===== src/rtl/arb_short_reset_pkg.sv =====
package arb_short_reset_pkg;
  typedef enum logic [2:0] {
    ST_IDLE  = 3'd0,
    ST_GAP   = 3'd1,
    ST_ARB   = 3'd2,
    ST_SHORT = 3'd3,
    ST_LONG  = 3'd4
  } rq_state_t;
endpackage


===== src/rtl/rq_accept.sv =====
// Decides whether a software write becomes a new request.
module rq_accept #(
  parameter int NPORTS = 4
) (
  input  logic              idle,
  input  logic              wr_en,
  input  logic              wr_data,
  input  logic [NPORTS-1:0] port_busy,
  output logic              accept
);
  logic any_busy;

  always_comb begin
    any_busy = |port_busy;
    accept   = idle && wr_en && wr_data && !any_busy;
  end
endmodule


===== src/rtl/rq_timer.sv =====
// Counts cycles while a request is pending; flags expiry on the last one.
module rq_timer #(
  parameter int TIMEOUT_CYC = 30000
) (
  input  logic clk,
  input  logic rst,
  input  logic start,
  input  logic run,
  output logic expired
);
  localparam int CW = $clog2(TIMEOUT_CYC + 1);
  localparam logic [CW-1:0] LAST = CW'(TIMEOUT_CYC - 1);

  logic [CW-1:0] cnt;

  always_comb expired = run && (cnt == LAST);

  always_ff @(posedge clk) begin
    if (rst)                  cnt <= '0;
    else if (start)           cnt <= '0;
    else if (run && !expired) cnt <= cnt + 1'b1;
  end
endmodule


===== src/rtl/rq_fsm.sv =====
// Sequencer: gap wait, arbitration, retries and reset start, with registered outputs.
module rq_fsm
  import arb_short_reset_pkg::*;
(
  input  logic clk,
  input  logic rst,
  input  logic accept,
  input  logic gap_seen,
  input  logic arb_grant,
  input  logic arb_lost,
  input  logic expired,
  output logic idle,
  output logic pending,
  output logic arb_req,
  output logic short_rst_start,
  output logic long_rst_start,
  output logic fair_cancel
);
  rq_state_t st, nx;

  always_comb begin
    nx = st;
    unique case (st)
      ST_IDLE: if (accept) nx = ST_GAP;
      ST_GAP: begin
        if (expired)       nx = ST_LONG;
        else if (gap_seen) nx = ST_ARB;
      end
      ST_ARB: begin
        if (arb_grant)     nx = ST_SHORT;
        else if (expired)  nx = ST_LONG;
        else if (arb_lost) nx = ST_GAP;
      end
      ST_SHORT: nx = ST_IDLE;
      ST_LONG:  nx = ST_IDLE;
      default:  nx = ST_IDLE;
    endcase
  end

  always_comb begin
    idle    = (st == ST_IDLE);
    pending = (st == ST_GAP) || (st == ST_ARB);
  end

  always_ff @(posedge clk) begin
    if (rst) begin
      st              <= ST_IDLE;
      arb_req         <= 1'b0;
      short_rst_start <= 1'b0;
      long_rst_start  <= 1'b0;
      fair_cancel     <= 1'b0;
    end else begin
      st              <= nx;
      arb_req         <= (nx == ST_ARB);
      short_rst_start <= (nx == ST_SHORT);
      long_rst_start  <= (nx == ST_LONG);
      fair_cancel     <= accept;
    end
  end
endmodule


===== src/rtl/arb_short_reset_req.sv =====
module arb_short_reset_req #(
  parameter int NPORTS      = 4,
  parameter int TIMEOUT_CYC = 30000
) (
  input  logic              clk,
  input  logic              rst,
  input  logic              wr_en,
  input  logic              wr_data,
  input  logic [NPORTS-1:0] port_busy,
  input  logic              gap_seen,
  input  logic              arb_grant,
  input  logic              arb_lost,
  output logic              rd_data,
  output logic              arb_req,
  output logic              short_rst_start,
  output logic              long_rst_start,
  output logic              fair_cancel
);
  logic idle, pending, accept, expired;

  // The request bit holds no state visible to software.
  assign rd_data = 1'b0;

  rq_accept #(.NPORTS(NPORTS)) u_accept (
    .idle(idle), .wr_en(wr_en), .wr_data(wr_data),
    .port_busy(port_busy), .accept(accept)
  );

  rq_timer #(.TIMEOUT_CYC(TIMEOUT_CYC)) u_timer (
    .clk(clk), .rst(rst), .start(accept), .run(pending), .expired(expired)
  );

  rq_fsm u_fsm (
    .clk(clk), .rst(rst), .accept(accept), .gap_seen(gap_seen),
    .arb_grant(arb_grant), .arb_lost(arb_lost), .expired(expired),
    .idle(idle), .pending(pending), .arb_req(arb_req),
    .short_rst_start(short_rst_start), .long_rst_start(long_rst_start),
    .fair_cancel(fair_cancel)
  );
endmodule


===== config.mk =====
export PLATFORM = sky130hd
export DESIGN_NAME = arb_short_reset_req
export DESIGN_NICKNAME = d
export VERILOG_FILES = /design/src/rtl/arb_short_reset_pkg.sv /design/src/rtl/rq_accept.sv /design/src/rtl/rq_timer.sv /design/src/rtl/rq_fsm.sv /design/src/rtl/arb_short_reset_req.sv
export SDC_FILE = /design/constraint.sdc
export NUM_CORES = 1
export LEC_CHECK = 0
export ABC_AREA = 0
export BUFFER_PORTS_ARGS = -buffer_cell sky130_fd_sc_hd__buf_2
export CELL_PAD_IN_SITES_DETAIL_PLACEMENT = 1
export CELL_PAD_IN_SITES_GLOBAL_PLACEMENT = 2
export CORE_MARGIN = 4
export CORE_UTILIZATION = 33
export CTS_CLUSTER_SIZE = 20
export DETAILED_ROUTE_END_ITERATION = 8
export PLACE_DENSITY = 0.87
export SLEW_MARGIN = 20
export SYNTH_ARGS = -nofsm -noshare
export SYNTH_HDL_FRONTEND = slang
export SYNTH_SLANG_ARGS = --single-unit

===== constraint.sdc =====
create_clock -name clk -period 2.6 [get_ports clk]
set_clock_uncertainty 0.05 [all_clocks]
set_input_delay 0.26 -clock clk [delete_from_list [all_inputs] [get_ports clk]]
set_output_delay 0.26 -clock clk [all_outputs]
set_load 0.005 [all_outputs]

# Yosys cells after proc, flatten, opt, wreduce, memory -nomap -nowiden
# Index checks and enable logic that the tools add are counted.
[word_totals]
reg_bits = 22
out_inout_bits = 5
[op_classes]
add_sub_neg = 1
eq_ne = 6
muxes = 7
reduce_logical = 11
[ops]
columns = ["op", "n"]
rows = [
  ["$mux W3", 6],
  ["$add A15 B1 Y15 const B", 1],
  ["$eq A15 B15 Y1 const B", 1],
  ["$eq A3 B2 Y1 const B", 3],
  ["$pmux W3 S3", 1],
  ["$logic_and A1 B1 Y1", 5],
  ["$reduce_or A4 Y1", 1],
  ["$eq A3 B1 Y1 const B", 1],
  ["$eq A3 B3 Y1 const B", 1],
  ["$logic_not A3 Y1", 1],
  ["$logic_not A1 Y1", 2],
  ["$reduce_or A2 Y1", 1],
  ["$logic_or A1 B1 Y1", 1],
]

# Longest topological paths before layout
[depth]
depth_word = 7
depth_mapped = 6

# Hierarchy
# A second synthesis with hierarchy kept.
[hier_totals]
hier_cells = 118
hier_area_um2 = 1069.8
[by_module_without_submodules]
columns = ["module", "n_inst", "cells_per_inst", "area_each_um2", "seq_area_each_um2"]
rows = [
  ["rq_timer", 1, 85, 742.0, 300.3],
  ["rq_fsm", 1, 28, 292.8, 140.1],
  ["rq_accept", 1, 3, 23.8, 0.0],
  ["arb_short_reset_req", 1, 2, 11.3, 0.0],
]

# Worst setup path after synthesis
# No wires, ideal clock.
[synth_path]
path_kind = "input -> register"
from = "input port port_busy[1]"
to = "register u_timer.cnt[10]"
setup_time_ns = 0.117
arrival_time_ns = 1.650
t_required_ns = 2.433
slack_ns = 0.783
path_stages = 6
cell_sequence = "or4_1 > nor4_1 > or2_2 > clkbuf_1 > buf_2 > nor2_1"
[synth_between]
elab_chain_len = 4
[synth_rtl]
columns = ["item", "line", "text"]
rows = [
  ["from (decl)", "arb_short_reset_req.sv:9", "input logic [NPORTS-1:0] port_busy,"],
  ["$reduce_or A4 Y1", "rq_accept.sv:14", "any_busy = |port_busy;"],
  ["$logic_not A1 Y1", "rq_accept.sv:15", "accept = idle && wr_en && wr_data && !any_busy;"],
  ["$logic_and A1 B1 Y1", "rq_accept.sv:15", ""],
  ["$reduce_or A2 Y1 (no line)", "--", ""],
  ["to (signal assigned)", "rq_timer.sv:21", "else if (run && !expired) cnt <= cnt + 1'b1;"],
  ["to (decl)", "rq_timer.sv:14", "logic [CW-1:0] cnt;"],
]
# No other way between the ends.
# A chain may end at the register's enable or synchronous reset.

# Worst setup path after layout
[layout_path]
from = "register u_timer.cnt[4]"
to = "register u_fsm.arb_req"
[layout_between]
elab_chain_len = 6
word_cells_on_any_way = 7
[layout_rtl]
columns = ["item", "line", "text"]
rows = [
  ["$eq A15 B15 Y1 *", "rq_timer.sv:16", "always_comb expired = run && (cnt == LAST);"],
  ["$logic_and A1 B1 Y1 *", "rq_timer.sv:16", ""],
  ["$mux W3", "rq_fsm.sv:31", "else if (expired) nx = ST_LONG;"],
  ["$mux W3", "rq_fsm.sv:30", "if (arb_grant) nx = ST_SHORT;"],
  ["$pmux W3 S3 *", "rq_fsm.sv:23", "unique case (st)"],
  ["$eq A3 B2 Y1 *", "rq_fsm.sv:54", "arb_req <= (nx == ST_ARB);"],
  ["to (signal assigned)", "rq_fsm.sv:54", ""],
  ["to (decl)", "rq_fsm.sv:14", "output logic arb_req,"],
]
# Mark *: on every way between the ends. The rest lies on a longest branch, timed or not.

==> flow_summary_export.csv <==
group,metric,value,unit
status,outcome,"finished, final reports clean",
synth,synth_cell_types,38,
cells_and_area,filler_cell_count,395,
floorplan,core.rowCount,20,
placed_design,dp.final_hpwl,1.89,mm
timing,final-hold-violation-count,0,
global_route,antenna_found_initial,0,
clock_network,cts_num_sinks,22,
clock_network,cts_root_buf,"clkbuf_4",
setup_path,critical_path_required,2.80,ns
setup_path,endpoint_kind,"register",
route,remaining_drc_errors,0,
power,power-per-cell-area,427,nW/um^2
floorplan,die_area,4280,sq um
route,wl,2.49,mm
timing,setup_viol,0,
global_route,grt_util_all_layers,0.131,
cells_and_area,area_growth,11.7,%
floorplan,initial_core_util,0.350,
global_route,grt_start_max_net_pins,16,
synth,synth_async_sr_flop_share,0,
floorplan,core_outline_area,3100,sq um
synth,postSynthAreaPerCell,8.99,sq um
timing,post-route-min-period,2.09,ns
timing,max_freq,478,MHz
route,routedWlPerCell,14.0,microns
cells_and_area,post_route_standard_cell_area_excluding_fillers,1210,sq um
global_route,via_count_of_the_first_global_routing_pass,968,
cells_and_area,layout.core_utilization,0.392,
cells_and_area,final_nets,148,
synth,synth_largest_type_area_fraction,0.405,
route,detail_route.iter0.violations,23,
timing,rsz0062_at_grt,"false",
synth,number_of_instances_in_the_synthesized_netlist,121,
cells_and_area,proportion_of_layout_cells_with_a_drive_suffix_above_1,0.201,
hold_path,worstHoldPathType,"primary input to register",
global_route,grt_pass1_wl,4.38,mm
setup_path,worst-endpoint-arrival,2.29,ns
route,route.detailed.vias_per_inst,5.33,
global_route,grt-ovfl-total,0,
timing,tightestPinTransition,0.643,ns
placed_design,globalplace.congestion,0.862,
clock_network,htree_levels,1,
clock_network,cts_repair_resize_count,0,
setup_path,critPathLaunchType,"register",
synth,post_synth_instance_area,1090,sq um
synth,dominant_cells_by_area_after_synthesis,"dfxtp_1, xnor2_1, o31ai_1",
placed_design,placed_area,1190,sq um
timing,final_sum_of_negative_setup_slack,0,ns
setup_path,crit_path_max_fanout,12,
power,irDropWorstVdd,0.272,mV
cells_and_area,non_filler_instances,178,
timing,slew-limit-headroom,0.570,
clock_network,number_of_buffers_inserted_by_post_cts_setup_repair,0,
placed_design,dp.cells,175,
synth,yosys_warnings,0,
timing,timing_max_transition_violations_final,0,
timing,hold_slack,0.118,ns
clock_network,worstSkewPairLatency,0.31,ns
floorplan,fp.dieW,65.4,microns
synth,synth_flop_cell,"dfxtp_1",
clock_network,clk_pin_slew,0.11,ns
route,ant_nets,0,
setup_path,crit_type,"register to register",
floorplan,ioPinCount,16,
clock_network,cts-buffers-inserted,3,
synth,synth_area_leader_cell,"dfxtp_1",
clock_network,tritoncts,"yes",
route,route.vias.total,948,
synth,number_of_synthesized_flops_with_an_enable_pin,0,
placed_design,port-buffer-count,14,
power,p_leak,0.443,nW
synth,post-synth-top-count-cell,"dfxtp_1",
cells_and_area,antenna_cell_count,0,
floorplan,chipHeight,65.4,microns
route,firstDrtPassIters,4,
synth,share_of_synthesized_area_occupied_by_flip_flops_and_latches,0.405,
job,drv_cap,0,
timing,period_share,0.805,
synth,synth.cells.most_frequent,"dfxtp_1, nand2_1, nor2_1, a21oi_1",
synth,postSynthNetCount,133,
clock_network,maximum_root_to_sink_buffer_count,2,
synth,number_of_flip_flops_and_latches_in_the_synthesized_netlist,22,
clock_network,cts_hold_buffers,0,
==> metal layers <==
metal,up-vias,global-route usage,part of all wire
met4,0,0.0622,0.020
met1,466,0.168,0.48
li1,471,-,-
met3,6,0.0256,0.019
met2,5,0.210,0.48
met5,-,0,0
==> worst paths after layout <==
check / startpoint / to / slack [ns] / cells after the start
max: u_timer.cnt[4] / u_fsm.arb_req / 0.51 / 4
min: rst / u_fsm.st[0] / 0.12 / 2
max reg2reg: u_timer.cnt[4] / u_fsm.arb_req / 0.51 / 4
min reg2reg: u_timer.cnt[14] / u_timer.cnt[14] / 0.46 / 2
==> layout make-up <==
cell class / instances / area [sq um] / area share
Timing Repair Buffer: 15 / 77.6 / 0.0639
Multi-Input combinational cell: 89 / 601 / 0.494
Sequential cell: 22 / 440 / 0.363
Inverter: 5 / 18.8 / 0.0154
Tap cell: 44 / 55.1 / 0.0453
Clock buffer: 3 / 22.5 / 0.0185
==> sequential cells by signal, summed over array words and instances (netlist names) <==
register,count
u_fsm.arb_req,1
u_fsm.st,3
u_timer.cnt,15
u_fsm.fair_cancel,1
u_fsm.short_rst_start,1
u_fsm.long_rst_start,1
==> kinds of logic after synthesis <==
kind of cell    count (synthesis)  synth area share
buf+inv                        10            0.0426
flops                          22             0.405
xor+xnor                        7            0.0564
fa+ha+maj                       1            0.0115
simple gates                   55             0.308
compound gates                 25             0.173
other cells                     1           0.00345
==> through the flow <==
step | setup slack [ns] | power [mW]
2_1_floorplan | 0.783 | 0.361
3_3_place_gp | 0.640 | 0.371
3_5_place_dp | 0.525 | 0.372
4_1_cts | 0.495 | 0.528
5_1_grt | 0.344 | 0.544
6_report | 0.508 | 0.519
==> critical path: stages (launching register included) <==
cell       delay (ns)
dfxtp_1          0.37
or4b_4           0.55
o41ai_4          0.62
a2bb2oi_1        0.26
a21boi_1         0.18
==> cells in the final DEF (no fill, tap or decap), types with 2 or more instances in the layout <==
master and instances:
a21oi_1 7, a2bb2oi_1 2, and3_1 2, buf_2 14, clkbuf_4 3, dfxtp_1 22
inv_1 5, nand2_1 9, nand3_1 5, nand4b_1 2, nor2_1 9, nor2b_1 2
nor4_1 5, nor4b_1 2, o21ai_0 4, o31ai_1 6, or2_2 2, or3_1 4
or4_1 5, xnor2_1 6
==> power breakdown <==
group | internal, mW | total, mW | switching, mW
sequential | 0.338 | 0.340 | 0.00129
combinational | 0.0108 | 0.0247 | 0.0140
clock | 0.0543 | 0.155 | 0.100
(Power assumes the default switching activity.)
